## config.mk

```make
export PLATFORM = sky130hd
export DESIGN_NAME = swinit_seq
export DESIGN_NICKNAME = d
export VERILOG_FILES = /design/src/rtl/swinit_pkg.sv /design/src/rtl/swinit_rstsync.sv /design/src/rtl/swinit_ldtimer.sv /design/src/rtl/swinit_fsm.sv /design/src/rtl/swinit_seq.sv
export SDC_FILE = /design/constraint.sdc
export NUM_CORES = 1
export LEC_CHECK = 0
export ABC_CLOCK_PERIOD_IN_PS = 1450
export BUFFER_PORTS_ARGS = -buffer_cell sky130_fd_sc_hd__buf_2
export CAP_MARGIN = 15
export CORE_ASPECT_RATIO = 0.6
export CORE_MARGIN = 4
export CORE_UTILIZATION = 35
export CTS_BUF_LIST = sky130_fd_sc_hd__clkbuf_4 sky130_fd_sc_hd__clkbuf_8
export CTS_CLUSTER_SIZE = 30
export DETAILED_ROUTE_END_ITERATION = 7
export SLEW_MARGIN = 5
export SYNTH_ARGS = -nofsm -noshare
export SYNTH_HDL_FRONTEND = slang
export SYNTH_HIERARCHICAL = 1
export SYNTH_SLANG_ARGS = --single-unit
```

## constraint.sdc

```tcl
create_clock -name clk -period 1.45 [get_ports clk]
set_input_delay 0.145 -clock clk [delete_from_list [all_inputs] [get_ports clk]]
set_output_delay 0.145 -clock clk [all_outputs]
set_load 0.01 [all_outputs]
```

## src/rtl/swinit_pkg.sv

```systemverilog
package swinit_pkg;

    typedef enum logic [2:0] {
        ST_BOOT     = 3'd0,
        ST_LOCKWAIT = 3'd1,
        ST_CFGLOAD  = 3'd2,
        ST_HOLD     = 3'd3,
        ST_RELOCK   = 3'd4,
        ST_RUN      = 3'd5
    } seq_state_e;

endpackage

```

## src/rtl/swinit_rstsync.sv

```systemverilog
module swinit_rstsync #(
    parameter int STAGES = 2
) (
    input  logic clk,
    input  logic arst_n,
    output logic rst_o
);
    logic [STAGES-1:0] chain;

    // asynchronous assertion, synchronous release
    always_ff @(posedge clk or negedge arst_n) begin
        if (!arst_n) chain <= '1;
        else         chain <= {chain[STAGES-2:0], 1'b0};
    end

    assign rst_o = chain[STAGES-1];
endmodule

```

## src/rtl/swinit_ldtimer.sv

```systemverilog
module swinit_ldtimer #(
    parameter int TMO_W = 26
) (
    input  logic             clk,
    input  logic             rst,
    input  logic             run,
    input  logic [TMO_W-1:0] limit,
    output logic             expired
);
    logic [TMO_W-1:0] cnt;

    always_ff @(posedge clk or posedge rst) begin
        if (rst)       cnt <= '0;
        else if (!run) cnt <= '0;
        else           cnt <= cnt + 1'b1;
    end

    // limit of zero disables the timeout
    assign expired = run && (limit != '0) && (cnt == limit - 1'b1);
endmodule

```

## src/rtl/swinit_fsm.sv

```systemverilog
module swinit_fsm
    import swinit_pkg::*;
#(
    parameter int NPORTS = 8
) (
    input  logic              clk,
    input  logic              rst,
    input  logic              boot_halt,
    input  logic              clk_stable,
    input  logic              pll_lock,
    input  logic              ld_done,
    input  logic              ld_err,
    input  logic              ld_expired,
    input  logic              wr_en,
    input  logic              wr_halt,
    output seq_state_e        state,
    output logic              pll_rst,
    output logic              ld_req,
    output logic              halt,
    output logic              unlock,
    output logic              done,
    output logic              fail,
    output logic [NPORTS-1:0] port_hold
);
    seq_state_e state_nxt;
    logic       strap_q;
    logic       wr_ok, load_fin, load_bad, halt_nxt, hold_all;

    // strap captured every cycle while synchronized reset is held
    always_ff @(posedge clk) begin
        if (rst) strap_q <= boot_halt;
    end

    always_comb begin
        wr_ok    = wr_en && (state == ST_LOCKWAIT || state == ST_CFGLOAD || state == ST_HOLD);
        load_fin = (state == ST_CFGLOAD) && ld_done;
        load_bad = (load_fin && ld_err) || ((state == ST_CFGLOAD) && !ld_done && ld_expired);
        if (state == ST_BOOT) halt_nxt = strap_q;
        else if (load_bad)    halt_nxt = 1'b1;
        else if (wr_ok)       halt_nxt = wr_halt;
        else                  halt_nxt = halt;
    end

    always_comb begin
        state_nxt = state;
        unique case (state)
            ST_BOOT:     if (clk_stable) state_nxt = ST_LOCKWAIT;
            ST_LOCKWAIT: if (pll_lock)   state_nxt = ST_CFGLOAD;
            ST_CFGLOAD: begin
                if (load_fin || load_bad)
                    state_nxt = halt_nxt ? ST_HOLD : ST_RELOCK;
            end
            ST_HOLD:     if (!halt)      state_nxt = ST_RELOCK;
            ST_RELOCK:   state_nxt = ST_RUN;
            ST_RUN:      state_nxt = ST_RUN;
            default:     state_nxt = ST_BOOT;
        endcase
    end

    // state register
    always_ff @(posedge clk or posedge rst) begin
        if (rst) state <= ST_BOOT;
        else     state <= state_nxt;
    end

    // control and status bits
    always_ff @(posedge clk or posedge rst) begin
        if (rst) begin
            halt   <= 1'b0;
            unlock <= 1'b1;
            done   <= 1'b0;
            fail   <= 1'b0;
        end else begin
            halt <= halt_nxt;
            if (state == ST_RELOCK) unlock <= 1'b0;
            if (load_fin)           done   <= 1'b1;
            if (load_bad)           fail   <= 1'b1;
        end
    end

    // outputs decoded from state
    always_comb begin
        pll_rst  = (state == ST_BOOT);
        ld_req   = (state == ST_CFGLOAD);
        hold_all = (state != ST_RUN);
    end

    for (genvar p = 0; p < NPORTS; p++) begin : g_port
        assign port_hold[p] = hold_all;
    end
endmodule

```

## src/rtl/swinit_seq.sv

```systemverilog
module swinit_seq
    import swinit_pkg::*;
#(
    parameter int NPORTS     = 8,
    parameter int TMO_W      = 26,
    parameter int SYNC_STAGE = 2
) (
    input  logic              clk,
    input  logic              arst_n,
    input  logic              boot_halt_strap,
    input  logic              clk_stable,
    input  logic              pll_lock,
    output logic              pll_rst,
    output logic              ld_req,
    input  logic              ld_done,
    input  logic              ld_err,
    input  logic [TMO_W-1:0]  ld_timeout_cycles,
    input  logic              ctl_wr_en,
    input  logic              ctl_wr_halt,
    output logic              ctl_halt,
    output logic              ctl_unlock,
    output logic              stat_ld_done,
    output logic              stat_ld_fail,
    output logic [NPORTS-1:0] port_qrst,
    output logic [2:0]        seq_state
);
    logic       rst_s;
    logic       expired;
    seq_state_e st;

    swinit_rstsync #(.STAGES(SYNC_STAGE)) u_sync (
        .clk    (clk),
        .arst_n (arst_n),
        .rst_o  (rst_s)
    );

    swinit_ldtimer #(.TMO_W(TMO_W)) u_tmr (
        .clk     (clk),
        .rst     (rst_s),
        .run     (ld_req),
        .limit   (ld_timeout_cycles),
        .expired (expired)
    );

    swinit_fsm #(.NPORTS(NPORTS)) u_fsm (
        .clk        (clk),
        .rst        (rst_s),
        .boot_halt  (boot_halt_strap),
        .clk_stable (clk_stable),
        .pll_lock   (pll_lock),
        .ld_done    (ld_done),
        .ld_err     (ld_err),
        .ld_expired (expired),
        .wr_en      (ctl_wr_en),
        .wr_halt    (ctl_wr_halt),
        .state      (st),
        .pll_rst    (pll_rst),
        .ld_req     (ld_req),
        .halt       (ctl_halt),
        .unlock     (ctl_unlock),
        .done       (stat_ld_done),
        .fail       (stat_ld_fail),
        .port_hold  (port_qrst)
    );

    assign seq_state = st;
endmodule

```

==> flow_summary_export.csv <==
group,metric,value,unit
run_status,outcome,"finished with violations",
run_status,violations,"negative setup slack",
synth,synthSimpleGateAreaFrac,0.310,
critical_path,path_class,"in2reg",
synth,synth-xor-area-share,0.160,
synth,synth_top_family_by_area,"simple AND/OR/NAND/NOR gates",
clocking,cts_max_path_buffers,2,
route,wl_per_cell,15.2,µm
critical_path,required,1.67,ns
sta,period_share,1.76,
power_and_ir_drop,seqPwrFrac,0.478,
power_and_ir_drop,power.density,463,nW/µm²
power_and_ir_drop,p_clk_frac,0.344,
critical_path,critical_path.top_delay_family,"simple AND/OR/NAND/NOR gates",
clocking,tritoncts,"yes",
worst_hold_path,hold_class,"in2reg",
critical_path,startpoint_type,"input port",
grt,grt_first_pass_wirelength,14.4,mm
final_layout,layout_common_cells,"90 x buf_4, 46 x buf_2, 31 x xnor2_1",
power_and_ir_drop,power,2.13,mW
synth,synth-seq-cells,36,
critical_path,path_max_fanout,6,
clocking,clk_latency,0.28,ns
job,max_cap_violations,0,
critical_path,end_kind,"flop",
synth,yosysWarnings,6,
clocking,htree_num_levels,2,
critical_path,path_cells,"buf_2 -> nor4_4 -> buf_6 -> nand4_2 -> buf_4 -> mux2i_1 -> nor3b_1 -> a2bb2oi_1 -> nand4_1 -> nor4_4 -> mux2i_1 -> a211o_1 -> o311ai_4 -> o31a_2",
sta,holdWs,0.0518,ns
critical_path,path_buf_inv,3,
route,drtIter0Drc,201,
floorplanning,initial_core_util,0.364,
synth,synthAdderAreaFrac,0.0129,
clocking,cts_sinks,36,
place,place_congestion,0.888,
synth,syn_area,2900,µm²
clocking,clkTransAtPathRegs,0.07,ns
final_layout,layout_commonest_cell,"buf_4",
synth,synth_largest_area_cell,"dfrtp_1",
final_layout,fin_util,0.578,
route,routed_wl,8.85,mm
floorplanning,die_h,78.5,µm
final_layout,fin_nets,510,
power_and_ir_drop,intPower,1.58,mW
critical_path,cpPeakStageDelay,0.31,ns
synth,synthDistinctLibCells,68,
sta,fin_ws,-1.10,ns
place,io_buffers,51,
clocking,cts_buffers,5,
final_layout,drive_gt1_frac,0.505,
route,via_per_inst,4.90,
power_and_ir_drop,vdd_ir_drop_max,0.278,mV
synth,synthArstFlopShare,0.972,
floorplanning,num_rows,25,
route,ant_nets,0,
grt,grt_overflow_total,0,
power_and_ir_drop,p_comb_frac,0.179,
sta,fmax,392,MHz
synth,yosysSeqAreaShare,0.313,
floorplanning,dieArea,9860,µm²
grt,grt_pass1_vias,2882,
floorplanning,fp.dieW,126,µm
synth,synth-edff-count,1,
critical_path,cpMaxStageDelayCell,"a211o_1",
power_and_ir_drop,sw_frac_of_total,0.258,
power_and_ir_drop,p_sw,550,µW
synth,syn-num-nets,353,
synth,synthCells,315,
synth,synthFlopType,"dfrtp_1",
power_and_ir_drop,p_leak,2.14,nW
sta,post-route-min-period,2.55,ns
floorplanning,core_area,7980,µm²
place,dp_hpwl,6.64,mm
synth,synth_compound_area_frac,0.117,
grt,grt_start_max_net_pins,27,
sta,setup_violations,35,
final_layout,diodes,0,
route,drc_errors,0,
synth,synthMuxAreaShare,0.0285,
clocking,ctsRootBufferMaster,"clkbuf_8",
sta,slew_viol_final,0,
synth,syn_area_per_cell,9.21,µm²
sta,hold_viol_final,0,
route,vias,2847,
grt,antenna_found_initial,0,
sta,finalClockSkew,0.0103,ns
critical_path,cp.arrival,2.77,ns
final_layout,area_growth_syn_to_layout,58.8,%
sta,tns,-12.18,ns
synth,synth.top_cell.area_share,0.276,
route,first_pass_iters,4,
floorplanning,io_pins,52,
grt,grt_usage,0.179,
sta,rsz0062_at_grt,"yes",
synth,synthTopCellsByArea,"dfrtp_1 28%, xnor2_1 9.7%, xor2_1 6.3%, and2_1 4.5%, dfstp_2 2.7%",
## area by class of cell
class                           instances  area, µm²
Sequential cell                        36        912
Timing Repair Buffer                  167       1320
Clock inverter                          2       10.0
Inverter                               12       62.6
Clock buffer                            6       82.6
Multi-Input combinational cell        250       2080
Tap cell                              108        135
Fill cell                             691       3370
## cell usage after synthesis (2+ instances only)
| library cell | n |
|---|---|
| dfrtp_1 | 32 |
| xnor2_1 | 32 |
| and2_1 | 21 |
| xor2_1 | 21 |
| nor2_1 | 18 |
| nand2_1 | 17 |
| nand3_1 | 14 |
| inv_1 | 12 |
| o21ai_0 | 11 |
| buf_4 | 10 |
| nand4_1 | 9 |
| nor3_1 | 9 |
| mux2i_1 | 6 |
| nor2b_1 | 6 |
| a21boi_0 | 5 |
| and3_1 | 5 |
| nor4_2 | 5 |
| or3_1 | 5 |
| a31oi_1 | 4 |
| clkbuf_1 | 4 |
| a22oi_1 | 3 |
| dfstp_2 | 3 |
| ha_1 | 3 |
| nand3b_1 | 3 |
| nor3b_1 | 3 |
| nor4_1 | 3 |
| a211o_1 | 2 |
| a21oi_1 | 2 |
| and4_1 | 2 |
| nand4b_1 | 2 |
| nor3_4 | 2 |
| nor4b_1 | 2 |
| o22ai_1 | 2 |
| o2bb2ai_1 | 2 |
| o31ai_1 | 2 |
## flip-flops by register name (all words and copies together), names as in the netlist
register / cells
u_fsm/done: 1
u_fsm/fail: 1
u_fsm/halt: 1
u_fsm/state: 3
u_fsm/strap_q: 1
u_fsm/unlock: 1
u_sync/chain: 2
u_tmr/cnt: 26
## layer usage
metal / wire, µm / vias to the layer above / global-route usage
met4: 72 / 0 / 0.0368
met3: 356 / 6 / 0.0313
li1: - / 1427 / -
met5: 0 / - / 0
met1: 4520 / 1360 / 0.262
met2: 3900 / 54 / 0.276
## power groups by stage
stage / sequential, mW / combinational (mW) / clock [mW]
6_report: 1.02 / 0.381 / 0.733
5_1_grt: 1.02 / 0.415 / 0.811
4_1_cts: 1.02 / 0.372 / 0.753
3_5_place_dp: 1.04 / 0.361 / 0
3_3_place_gp: 1.04 / 0.356 / 0
2_1_floorplan: 1.04 / 0.147 / 0
## worst paths after layout
check / end / cells past startpoint / slack (ns) / startpoint
worst max-delay path: u_fsm/halt$_DFF_PP0_ / 14 / -1.10 / ld_timeout_cycles[8]
worst min-delay path: u_fsm/strap_q$_DFFE_PP_ / 1 / 0.05 / boot_halt_strap
worst max register to register: u_fsm/state[0]$_DFFE_PP0P_ / 12 / -1.09 / u_tmr/cnt[17]$_DFF_PP0_
worst min register to register: u_fsm/state[2]$_DFFE_PP0P_ / 1 / 0.19 / u_sync/chain[1]$_DFF_PN1_
max in group asynchronous: u_tmr/cnt[6]$_DFF_PP0_ / 2 / 0.84 / u_sync/chain[1]$_DFF_PN1_
min in group asynchronous: u_fsm/state[2]$_DFFE_PP0P_ / 1 / 0.19 / u_sync/chain[1]$_DFF_PN1_
## metrics by stage
step	area, µm²	instances	setup WS (ns)
6_report	4610	581	-1.10
5_1_grt	4610	581	-1.27
4_1_cts	4460	576	-1.13
3_5_place_dp	4010	550	-1.52
3_3_place_gp	4010	550	-1.49
2_1_floorplan	3040	315	-1.17
## worst reg2reg max path: cells and delay by family (launching register included)
| kind | cells | cell delay, ns |
|---|---|---|
| AOI/OAI and AO/OA | 3 | 0.66 |
| xor gates and xnor gates | 1 | 0.27 |
| buffers and inverters | 1 | 0.17 |
| DFF | 1 | 0.40 |
| muxes | 2 | 0.50 |
| and+or+nand+nor | 5 | 0.43 |
## repair_timing
action | in CTS | in global routing
setup endpoints to repair | 35 | 37
endpoints found under the hold margin | 2 | 0
resized for setup | 40 | 29
setup buffers | 15 | 8
hold buffers | 1 | 0
pin swaps | 19 | 21
cloned | 2 | 0
## kinds of logic (layout without fill, tap and decap cells)
group,Yosys count,in the layout
XOR/XNOR,53,53
adder cells (fa/ha/maj),3,3
AND/OR/NAND/NOR,138,138
AO/OA/AOI/OAI,47,47
flip-flops,36,36
multiplexers,8,8
buffers and inverters,29,187
other,1,1
No activity file was read; power rests on OpenSTA's default activity.
